$ cat src/rtl/ata_rf_pkg.sv
package ata_rf_pkg;

    localparam int OFS_W = 3;

    // Command-block offsets (the sequencer and host driver depend on them)
    localparam logic [OFS_W-1:0] OFS_DATA   = 3'd0;
    localparam logic [OFS_W-1:0] OFS_ERRFT  = 3'd1;
    localparam logic [OFS_W-1:0] OFS_SECCNT = 3'd2;
    localparam logic [OFS_W-1:0] OFS_SECNUM = 3'd3;
    localparam logic [OFS_W-1:0] OFS_CYLLO  = 3'd4;
    localparam logic [OFS_W-1:0] OFS_CYLHI  = 3'd5;
    localparam logic [OFS_W-1:0] OFS_DRIVE  = 3'd6;
    localparam logic [OFS_W-1:0] OFS_STCMD  = 3'd7;
    // Control-block offset of the alternate status location
    localparam logic [OFS_W-1:0] OFS_ALTST  = 3'd6;

    typedef enum logic [1:0] {
        SZ_BYTE = 2'd0,
        SZ_HALF = 2'd1,
        SZ_WORD = 2'd2,
        SZ_RSVD = 2'd3
    } acc_size_e;

    typedef enum logic [1:0] {
        PH_IDLE = 2'd0,
        PH_GAP  = 2'd1,
        PH_HI   = 2'd2
    } phase_e;

    typedef enum logic [3:0] {
        K_NONE,
        K_DATA,
        K_ERRFT,
        K_SECCNT,
        K_SECNUM,
        K_CYLLO,
        K_CYLHI,
        K_DRIVE,
        K_STCMD,
        K_ALTST
    } reg_kind_e;

    typedef struct packed {
        logic      legal;
        logic      split;
        reg_kind_e kind;
    } dec_t;

endpackage

$ cat src/rtl/ata_rf_decode.sv
module ata_rf_decode
    import ata_rf_pkg::*;
(
    input  logic             is_ctrl,
    input  logic             is_write,
    input  logic [OFS_W-1:0] ofs,
    input  logic [1:0]       size,
    output dec_t             dec
);

    logic is_byte;
    logic is_half;
    logic is_word;

    assign is_byte = (size == SZ_BYTE);
    assign is_half = (size == SZ_HALF);
    assign is_word = (size == SZ_WORD);

    always_comb begin
        dec       = '0;
        dec.kind  = K_NONE;
        if (is_ctrl) begin
            dec.kind  = K_ALTST;
            dec.legal = !is_write && (ofs == OFS_ALTST) && is_byte;
        end else begin
            case (ofs)
                OFS_DATA: begin
                    dec.kind  = K_DATA;
                    dec.legal = is_half || is_word || (is_byte && is_write);
                    dec.split = is_word;
                end
                OFS_ERRFT: begin
                    dec.kind  = K_ERRFT;
                    dec.legal = is_byte;
                end
                OFS_SECCNT: begin
                    dec.kind  = K_SECCNT;
                    dec.legal = is_byte;
                end
                OFS_SECNUM: begin
                    dec.kind  = K_SECNUM;
                    dec.legal = is_byte;
                end
                OFS_CYLLO: begin
                    dec.kind  = K_CYLLO;
                    dec.legal = is_byte;
                end
                OFS_CYLHI: begin
                    dec.kind  = K_CYLHI;
                    dec.legal = is_byte;
                end
                OFS_DRIVE: begin
                    dec.kind  = K_DRIVE;
                    dec.legal = is_byte;
                end
                default: begin
                    dec.kind  = K_STCMD;
                    dec.legal = is_byte;
                end
            endcase
        end
        if (!dec.legal) begin
            dec.split = 1'b0;
        end
    end

endmodule

$ cat src/rtl/ata_rf_readmux.sv
module ata_rf_readmux
    import ata_rf_pkg::*;
#(
    parameter int DATA_W = 16,
    parameter int REG_W  = 8
) (
    input  reg_kind_e         kind,
    input  logic [DATA_W-1:0] data_q,
    input  logic [REG_W-1:0]  err_q,
    input  logic [REG_W-1:0]  seccnt_q,
    input  logic [REG_W-1:0]  secnum_q,
    input  logic [REG_W-1:0]  cyllo_q,
    input  logic [REG_W-1:0]  cylhi_q,
    input  logic [REG_W-1:0]  drive_q,
    input  logic [REG_W-1:0]  status_q,
    output logic [DATA_W-1:0] rd
);

    localparam int PAD_W = DATA_W - REG_W;

    logic [REG_W-1:0] byte_sel;

    always_comb begin
        case (kind)
            K_ERRFT:          byte_sel = err_q;
            K_SECCNT:         byte_sel = seccnt_q;
            K_SECNUM:         byte_sel = secnum_q;
            K_CYLLO:          byte_sel = cyllo_q;
            K_CYLHI:          byte_sel = cylhi_q;
            K_DRIVE:          byte_sel = drive_q;
            K_STCMD, K_ALTST: byte_sel = status_q;
            default:          byte_sel = '0;
        endcase
    end

    generate
        if (PAD_W > 0) begin : g_pad
            assign rd = (kind == K_DATA) ? data_q : {{PAD_W{1'b0}}, byte_sel};
        end else begin : g_nopad
            assign rd = (kind == K_DATA) ? data_q : byte_sel;
        end
    endgenerate

endmodule

$ cat src/rtl/ata_regfile.sv
module ata_regfile
    import ata_rf_pkg::*;
#(
    parameter int DATA_W = 16,
    parameter int REG_W  = 8
) (
    input  logic                clk,
    input  logic                rst_n,
    input  logic                req_valid,
    output logic                req_ready,
    input  logic                req_write,
    input  logic                req_ctrl,
    input  logic [OFS_W-1:0]    req_ofs,
    input  logic [1:0]          req_size,
    input  logic [2*DATA_W-1:0] req_wdata,
    output logic                rsp_valid,
    output logic                rsp_err,
    output logic [2*DATA_W-1:0] rsp_rdata,
    output logic                act_stat_rd,
    output logic                act_data_rd,
    output logic                act_data_wr,
    output logic                act_cmd_wr,
    input  logic                data_load,
    input  logic [DATA_W-1:0]   data_in,
    input  logic                sts_we,
    input  logic [REG_W-1:0]    sts_in,
    input  logic                err_we,
    input  logic [REG_W-1:0]    err_in,
    output logic [DATA_W-1:0]   data_o,
    output logic [REG_W-1:0]    feat_o,
    output logic [REG_W-1:0]    cmd_o
);

    localparam int BUS_W   = 2 * DATA_W;
    localparam int PAD_W   = DATA_W - REG_W;
    localparam logic [REG_W-1:0] ERR_RST = REG_W'(1);

    typedef struct packed {
        phase_e            phase;
        logic              split_wr;
        logic [DATA_W-1:0] data;
        logic [DATA_W-1:0] lo_hold;
        logic [DATA_W-1:0] wr_hi;
        logic [REG_W-1:0]  err;
        logic [REG_W-1:0]  feat;
        logic [REG_W-1:0]  seccnt;
        logic [REG_W-1:0]  secnum;
        logic [REG_W-1:0]  cyllo;
        logic [REG_W-1:0]  cylhi;
        logic [REG_W-1:0]  drive;
        logic [REG_W-1:0]  cmd;
        logic [REG_W-1:0]  status;
        logic              rsp_valid;
        logic              rsp_err;
        logic [BUS_W-1:0]  rsp_rdata;
        logic              stat_rd;
        logic              data_rd;
        logic              data_wr;
        logic              cmd_wr;
    } state_t;

    state_t st_d;
    state_t st_q;

    dec_t              dec;
    logic [DATA_W-1:0] rd_word;
    logic              accept;
    logic [DATA_W-1:0] wr_lo;
    logic [DATA_W-1:0] wr_hi;
    logic [REG_W-1:0]  wr_byte;
    logic [DATA_W-1:0] wr_byte_ext;

    ata_rf_decode u_decode (
        .is_ctrl  (req_ctrl),
        .is_write (req_write),
        .ofs      (req_ofs),
        .size     (req_size),
        .dec      (dec)
    );

    ata_rf_readmux #(
        .DATA_W (DATA_W),
        .REG_W  (REG_W)
    ) u_readmux (
        .kind     (dec.kind),
        .data_q   (st_q.data),
        .err_q    (st_q.err),
        .seccnt_q (st_q.seccnt),
        .secnum_q (st_q.secnum),
        .cyllo_q  (st_q.cyllo),
        .cylhi_q  (st_q.cylhi),
        .drive_q  (st_q.drive),
        .status_q (st_q.status),
        .rd       (rd_word)
    );

    assign req_ready = (st_q.phase == PH_IDLE);
    assign accept    = req_valid && req_ready;
    assign wr_lo     = req_wdata[DATA_W-1:0];
    assign wr_hi     = req_wdata[BUS_W-1:DATA_W];
    assign wr_byte   = req_wdata[REG_W-1:0];

    generate
        if (PAD_W > 0) begin : g_wext
            assign wr_byte_ext = {{PAD_W{1'b0}}, wr_byte};
        end else begin : g_wnoext
            assign wr_byte_ext = wr_byte;
        end
    endgenerate

    always_comb begin
        st_d           = st_q;
        st_d.rsp_valid = 1'b0;
        st_d.rsp_err   = 1'b0;
        st_d.stat_rd   = 1'b0;
        st_d.data_rd   = 1'b0;
        st_d.data_wr   = 1'b0;
        st_d.cmd_wr    = 1'b0;

        // Sequencer loads; a host write below overrides the data load
        if (data_load) begin
            st_d.data = data_in;
        end
        if (sts_we) begin
            st_d.status = sts_in;
        end
        if (err_we) begin
            st_d.err = err_in;
        end

        case (st_q.phase)
            PH_IDLE: begin
                if (accept) begin
                    if (!dec.legal) begin
                        st_d.rsp_valid = 1'b1;
                        st_d.rsp_err   = 1'b1;
                        st_d.rsp_rdata = '0;
                    end else if (req_write) begin
                        st_d.rsp_rdata = '0;
                        case (dec.kind)
                            K_DATA: begin
                                st_d.data_wr = 1'b1;
                                if (dec.split) begin
                                    st_d.data     = wr_lo;
                                    st_d.wr_hi    = wr_hi;
                                    st_d.split_wr = 1'b1;
                                    st_d.phase    = PH_GAP;
                                end else begin
                                    st_d.data      = (req_size == SZ_BYTE) ? wr_byte_ext : wr_lo;
                                    st_d.rsp_valid = 1'b1;
                                end
                            end
                            K_ERRFT: begin
                                st_d.feat      = wr_byte;
                                st_d.rsp_valid = 1'b1;
                            end
                            K_SECCNT: begin
                                st_d.seccnt    = wr_byte;
                                st_d.rsp_valid = 1'b1;
                            end
                            K_SECNUM: begin
                                st_d.secnum    = wr_byte;
                                st_d.rsp_valid = 1'b1;
                            end
                            K_CYLLO: begin
                                st_d.cyllo     = wr_byte;
                                st_d.rsp_valid = 1'b1;
                            end
                            K_CYLHI: begin
                                st_d.cylhi     = wr_byte;
                                st_d.rsp_valid = 1'b1;
                            end
                            K_DRIVE: begin
                                st_d.drive     = wr_byte;
                                st_d.rsp_valid = 1'b1;
                            end
                            K_STCMD: begin
                                st_d.cmd       = wr_byte;
                                st_d.cmd_wr    = 1'b1;
                                st_d.rsp_valid = 1'b1;
                            end
                            default: begin
                                st_d.rsp_valid = 1'b1;
                                st_d.rsp_err   = 1'b1;
                            end
                        endcase
                    end else begin
                        if (dec.split) begin
                            st_d.lo_hold  = rd_word;
                            st_d.split_wr = 1'b0;
                            st_d.data_rd  = 1'b1;
                            st_d.phase    = PH_GAP;
                        end else begin
                            st_d.rsp_valid = 1'b1;
                            st_d.rsp_rdata = {{DATA_W{1'b0}}, rd_word};
                            st_d.data_rd   = (dec.kind == K_DATA);
                            st_d.stat_rd   = (dec.kind == K_STCMD);
                        end
                    end
                end
            end
            PH_GAP: begin
                // Sequencer answers the first strobe during this cycle
                st_d.phase = PH_HI;
            end
            default: begin
                st_d.phase     = PH_IDLE;
                st_d.rsp_valid = 1'b1;
                if (st_q.split_wr) begin
                    st_d.data      = st_q.wr_hi;
                    st_d.data_wr   = 1'b1;
                    st_d.rsp_rdata = '0;
                end else begin
                    st_d.data_rd   = 1'b1;
                    st_d.rsp_rdata = {st_q.data, st_q.lo_hold};
                end
                st_d.split_wr = 1'b0;
            end
        endcase
    end

    always_ff @(posedge clk or negedge rst_n) begin
        if (!rst_n) begin
            st_q       <= '0;
            st_q.phase <= PH_IDLE;
            st_q.err   <= ERR_RST;
        end else begin
            st_q <= st_d;
        end
    end

    assign rsp_valid   = st_q.rsp_valid;
    assign rsp_err     = st_q.rsp_err;
    assign rsp_rdata   = st_q.rsp_rdata;
    assign act_stat_rd = st_q.stat_rd;
    assign act_data_rd = st_q.data_rd;
    assign act_data_wr = st_q.data_wr;
    assign act_cmd_wr  = st_q.cmd_wr;
    assign data_o      = st_q.data;
    assign feat_o      = st_q.feat;
    assign cmd_o       = st_q.cmd;

endmodule

$ cat config.mk
export PLATFORM = sky130hd
export DESIGN_NAME = ata_regfile
export DESIGN_NICKNAME = d
export VERILOG_FILES = /design/src/rtl/ata_rf_pkg.sv /design/src/rtl/ata_rf_decode.sv /design/src/rtl/ata_rf_readmux.sv /design/src/rtl/ata_regfile.sv
export SDC_FILE = /design/constraint.sdc
export NUM_CORES = 1
export LEC_CHECK = 0
export BUFFER_PORTS_ARGS = -buffer_cell sky130_fd_sc_hd__buf_2
export CAP_MARGIN = 20
export CORE_ASPECT_RATIO = 0.7
export CORE_MARGIN = 3
export CORE_UTILIZATION = 25
export CTS_CLUSTER_DIAMETER = 120
export CTS_CLUSTER_SIZE = 24
export DETAILED_ROUTE_END_ITERATION = 8
export PLACE_DENSITY = 0.48
export SLEW_MARGIN = 25
export SYNTH_ARGS = -nofsm -noshare
export SYNTH_HDL_FRONTEND = slang
export SYNTH_HIERARCHICAL = 1
export SYNTH_SLANG_ARGS = --single-unit
$ cat constraint.sdc
create_clock -name clk -period 3.4 [get_ports clk]
set_clock_uncertainty 0.1 [all_clocks]
set_input_delay 0.68 -clock clk [delete_from_list [all_inputs] [get_ports clk]]
set_output_delay 0.68 -clock clk [all_outputs]
set_load 0.005 [all_outputs]
Yosys cells after proc, flatten, opt, wreduce, memory -nomap -nowiden
Index checks and enable logic that the tools add are counted.

word-level totals
  word-level logic and storage cells = 122
  output and inout bits = 71
  register bits = 161
  input bits = 77

operators by class
  bitwise gates (word level) = 2
  reductions and logical operators = 24
  equality and inequality tests = 24
  mux-type cells = 51

operators with widths
  kind                                                                    number
  16-bit 2-to-1 mux                                                       11
  51-bit 2-to-1 mux                                                       2
  32-bit 2-to-1 mux                                                       2
  32-bit case mux with 2 select lines                                     1
  8-bit case mux with 7 select lines                                      1
  5-bit AND reduction                                                     9
  38-bit 2-to-1 mux                                                       1
  34-bit 2-to-1 mux                                                       1
  17-bit case mux with 2 select lines                                     1
  33-bit 2-to-1 mux                                                       1
  4-bit case mux with 7 select lines                                      1
  19-bit 2-to-1 mux                                                       1
  1-bit 2-to-1 mux                                                        18
  4-bit by 3-bit equality test with 1-bit output (second input constant)  4
  6-bit AND reduction                                                     2
  3-bit equality test (second input constant)                             3
  3-bit 2-to-1 mux                                                        3
  4-bit by 2-bit equality test with 1-bit output (second input constant)  2
  4-bit equality test (second input constant)                             2
  4-bit 2-to-1 mux                                                        2
  2-bit case mux with 2 select lines                                      2
  8-bit OR reduction                                                      1
  3-bit by 2-bit equality test with 1-bit output (second input constant)  2
  2-bit by 1-bit equality test with 1-bit output (second input constant)  2
  18 further kinds                                                        26

Logic depth before layout (Yosys ltp)
  word-level depth = 12
  depth in mapped cells = 11
  depth with buffers taken out = 8

Hierarchy
Netlist, hierarchy kept.

modules (own cells, without submodules)
  module          area an instance (um^2)  seq. area each (um^2)  times used  cells an instance
  ata_regfile     7265.7                   4030.1                 1           521
  ata_rf_readmux  772.0                    0.0                    1           96
  ata_rf_decode   132.6                    0.0                    1           19

Worst setup path before layout
OpenSTA, ideal clock, no wires.

  path kind = input port to flip-flop
  start point = input port req_ofs[0]
  end point = register st_q, in the netlist rsp_rdata[0]
  library setup time = 125 ps
  arrival = 2728 ps
  data required time = 3175 ps
  cell stages on the path = 10
  buffers on the path = 2
  path slack = 448 ps
  path through = nand2_1 xor2_1 nor2_1 buf_6 buf_6 mux2_4 a222oi_1 o211ai_1 a32o_1 mux2_2

RTL lines
  element                 RTL line            text
  start: declaration      ata_regfile.sv:13   input logic [OFS_W-1:0] req_ofs,
  end signal: assignment  ata_regfile.sv:228  st_q <= st_d;
  end: declaration        ata_regfile.sv:63   state_t st_q;

==> key figures <==
Worst setup path
  – Critical path, cell by cell: buf_2 > xnor2_1 > nor2_1 > buf_4 > buf_4 > nor3b_1 > a222oi_1 > o211ai_1 > a32o_1 > mux2_2
  – Delay-heaviest family, CP: compound AO/OA/AOI/OAI gates
  – Reg2Reg Depth: 4
  – Startpoint Class: primary input
  – Reg2reg start: st_q[160]
  – CP endpoint kind: flop
  – CP max stage delay: 0.62 ns
  – Setup slack, reg-to-reg: 1.07 ns
  – Most common cell on crit path: buf_4
  – Slowest CP cell: nor3b_1
  – Critical Path RT: 3.68 ns
  – CP Class: in -> reg
  – Worst R2R End: st_q[74]
  – Worst path bufs/invs: 3
  – Arr. time, crit path: 3.03 ns
  – Crit-path max FO: 20

Pwr
  – Sequential Power Share: 48.5%
  – Internal power: 0.00316 W
  – Combinational Power Share: 11.7%
  – Power Dens Cells: 450 nW/um2
  – Sw frac: 26.3%
  – Peak supply drop: 0.000237 V
  – Leak pwr: 4.65 nW
  – Total Power: 0.00429 W
  – Net switching power: 0.00113 W
  – Power share of the clock group: 39.8%

Global route
  – GRT overflow: 0
  – Initial antenna violation count: 4
  – First-pass GRT wire length: 36,500 um
  – Vias in the first global route: 5,614
  – Pin count of the biggest net entering global routing: 69
  – Gr usage total: 14.0%

Synth
  – Simple-gate share of the synthesized area: 10.2%
  – Largest family of logic cells by synthesized area: multiplexers
  – Post-synth EDFFs: 0
  – Xor/xnor share of the synthesized area: 0.322%
  – Synth warnings: 6
  – Unique cell type count in the Yosys netlist: 64
  – Most frequent cells after synthesis: dfrtp_1 (160), mux2_2 (126), buf_4 (66)
  – Synth Net Count: 715
  – Post-synthesis mux area share: 20.2%
  – Cell taking the most area after synthesis: dfrtp_1
  – Syn Inst Count: 636
  – Synth Area in Compound Gates: 10.5%
  – Synth top area share: 49.0%
  – Syn_area_per_cell: 12.8 um2
  – Top cells by area, synth: dfrtp_1 (49%), mux2_2 (17%), buf_4 (6.1%), a32o_1 (3.8%), mux2_4 (2.4%)
  – Synthesized flop and latch total: 161
  – Post-synthesis adder-cell area fraction: 0.306%
  – Main synth FF type: dfrtp_1
  – Most common cell in the netlist: dfrtp_1
  – Register area share after synthesis: 49.3%
  – Mapped Area: 8170 um2
  – Async set-or-reset flop fraction in the synthesized netlist: 100%

CTS
  – Clock sink count: 161
  – Worst-Skew Late Latency: 0.44 ns
  – CTS Buffer Depth: 2
  – CTS clock-pin slew for the worst setup and hold paths: 0.06 ns
  – CTS tree: done
  – Postcts setup bufs: 0
  – CTS root buffer: clkbuf_16
  – H-tree depth: 4
  – Resize count post-CTS: 0
  – CTS buffer count: 17
  – Hold_buf cts: 0

Finish
  – Non-filler instance count after layout: 1,161
  – Layout cell share with drive strength beyond 1: 48.6%
  – Area growth from synthesis to layout: 16.7%
  – Final net count: 807
  – ANT cells: 0
  – Layout fillers: 3,257

STA
  – Slew Viols, Final: 0
  – Slew HR: 50.9%
  – Setup violations, final: 0
  – Worst Max-Slew Pin Slew: 0.734 ns
  – Final TNS setup: 0 ns
  – Period minus WS final: 2.75 ns
  – RSZ-0062 raised after global routing: no
  – Final period utilization: 80.9%
  – Final Hold Fails: 0
  – Hold Slack: 0.0548 ns
  – Max frequency: 364 MHz

Worst hold path
  – Hold WC Path Type: in -> async

Placed design
  – Routability congestion estimate: 0.746
  – DP Wirelength: 17,700 um
  – PortBufs: 147
  – Cell total after placement: 1,129

Run status
  – Status: finished clean

Die
  – Die X: 222 um
  – Row count: 54
  – Initial Util: 25.8%
  – Core area: 31,700 um2
  – DIE AREA: 34,900 um2
  – Boundary Pins: 148
  – Die H: 157 um

Drt
  – Wirelength per Cell: 21.0 um
  – Total wire length: 24,400 um
  – Via count: 5,564
  – DRC: 0
  – Number of vias per cell: 4.79
  – Iteration-0 DRC count of the detailed router: 366
  – Remaining antenna violation count after routing: 0
  – Drt first pass iters: 5

Run
  – Total of max-cap violations: 0
-- cells in the final DEF (no fill, tap or decap), types with 8 or more instances in the layout --
cell type and count:
nor2_1 8, a32o_1 31, a221o_1 14, clkbuf_16 17
o21ai_0 8, buf_2 146, mux2_4 13, and3b_1 12
buf_4 27, nand3b_1 16, and3_1 13, mux2_2 126
nand2_1 11, dfrtp_1 160, and2_1 8
-- per-stage QoR --
stage	setup slack (ns)	util, %	area (um2)
6_report	0.651	30.1	9540
3_3_place_gp	0.242	28.5	9030
4_1_cts	0.753	30.1	9540
3_5_place_dp	0.298	28.5	9030
2_1_floorplan	0.448	-	8170
5_1_grt	0.558	30.1	9540
-- layer usage --
layer  share of wire (%)  track usage [%]  up-vias
met4                0.90             3.20        8
met3                 5.9             4.33       21
li1                    -                -     2515
met2                  42             19.7      136
met1                  51             20.8     2884
met5                0.22                0        -
-- power by group through the flow --
stage	sequential (W)	combinational [W]	clock, W
floorplan	0.00207	0.000330	0
global placement	0.00212	0.000504	0
detailed placement	0.00212	0.000507	0
CTS	0.00208	0.000509	0.00178
global route	0.00209	0.000550	0.00188
finish	0.00208	0.000503	0.00171
-- flip-flops by register name (all words and copies together), names as in the netlist --
signal and count:
rsp_valid 1, rsp_err 1, cmd_o 8, data_o 16, act_cmd_wr 1, st_q 91, feat_o 8, act_data_wr 1
act_stat_rd 1, rsp_rdata 32, act_data_rd 1
-- worst max-delay path by stage --
stage / start / endpoint / slack (ns) / depth (start not counted)
after floorplan: req_ofs[0] / rsp_rdata[0] / 0.45 / 10
after global placement: req_ofs[0] / rsp_rdata[3] / 0.24 / 10
after detailed placement: req_ofs[0] / rsp_rdata[3] / 0.30 / 11
after CTS: req_ofs[0] / rsp_rdata[3] / 0.75 / 11
after global routing: req_ofs[0] / rsp_rdata[3] / 0.56 / 10
final: req_ofs[0] / rsp_rdata[3] / 0.65 / 10
-- logic make-up after synthesis --
logic type / count (synthesis)
DFF: 161
muxes: 143
buffers and inverters: 113
and+or+nand+nor: 112
AOI/OAI and AO/OA: 102
xor gates and xnor gates: 3
adders and majority gates: 2
-- cell type report --
| cell class | count | area, um2 | share of cell area (%) |
|---|---|---|---|
| sequential | 161 | 4030 | 42.3 |
| multi-input combinational | 362 | 3420 | 35.8 |
| timing repair buffer | 178 | 1020 | 10.7 |
| tap | 420 | 526 | 5.51 |
| clock buffer | 22 | 444 | 4.66 |
| clock inverter | 10 | 65.1 | 0.682 |
| inverter | 8 | 30.0 | 0.315 |
Note: power is estimated with default switching activity, not from simulation.
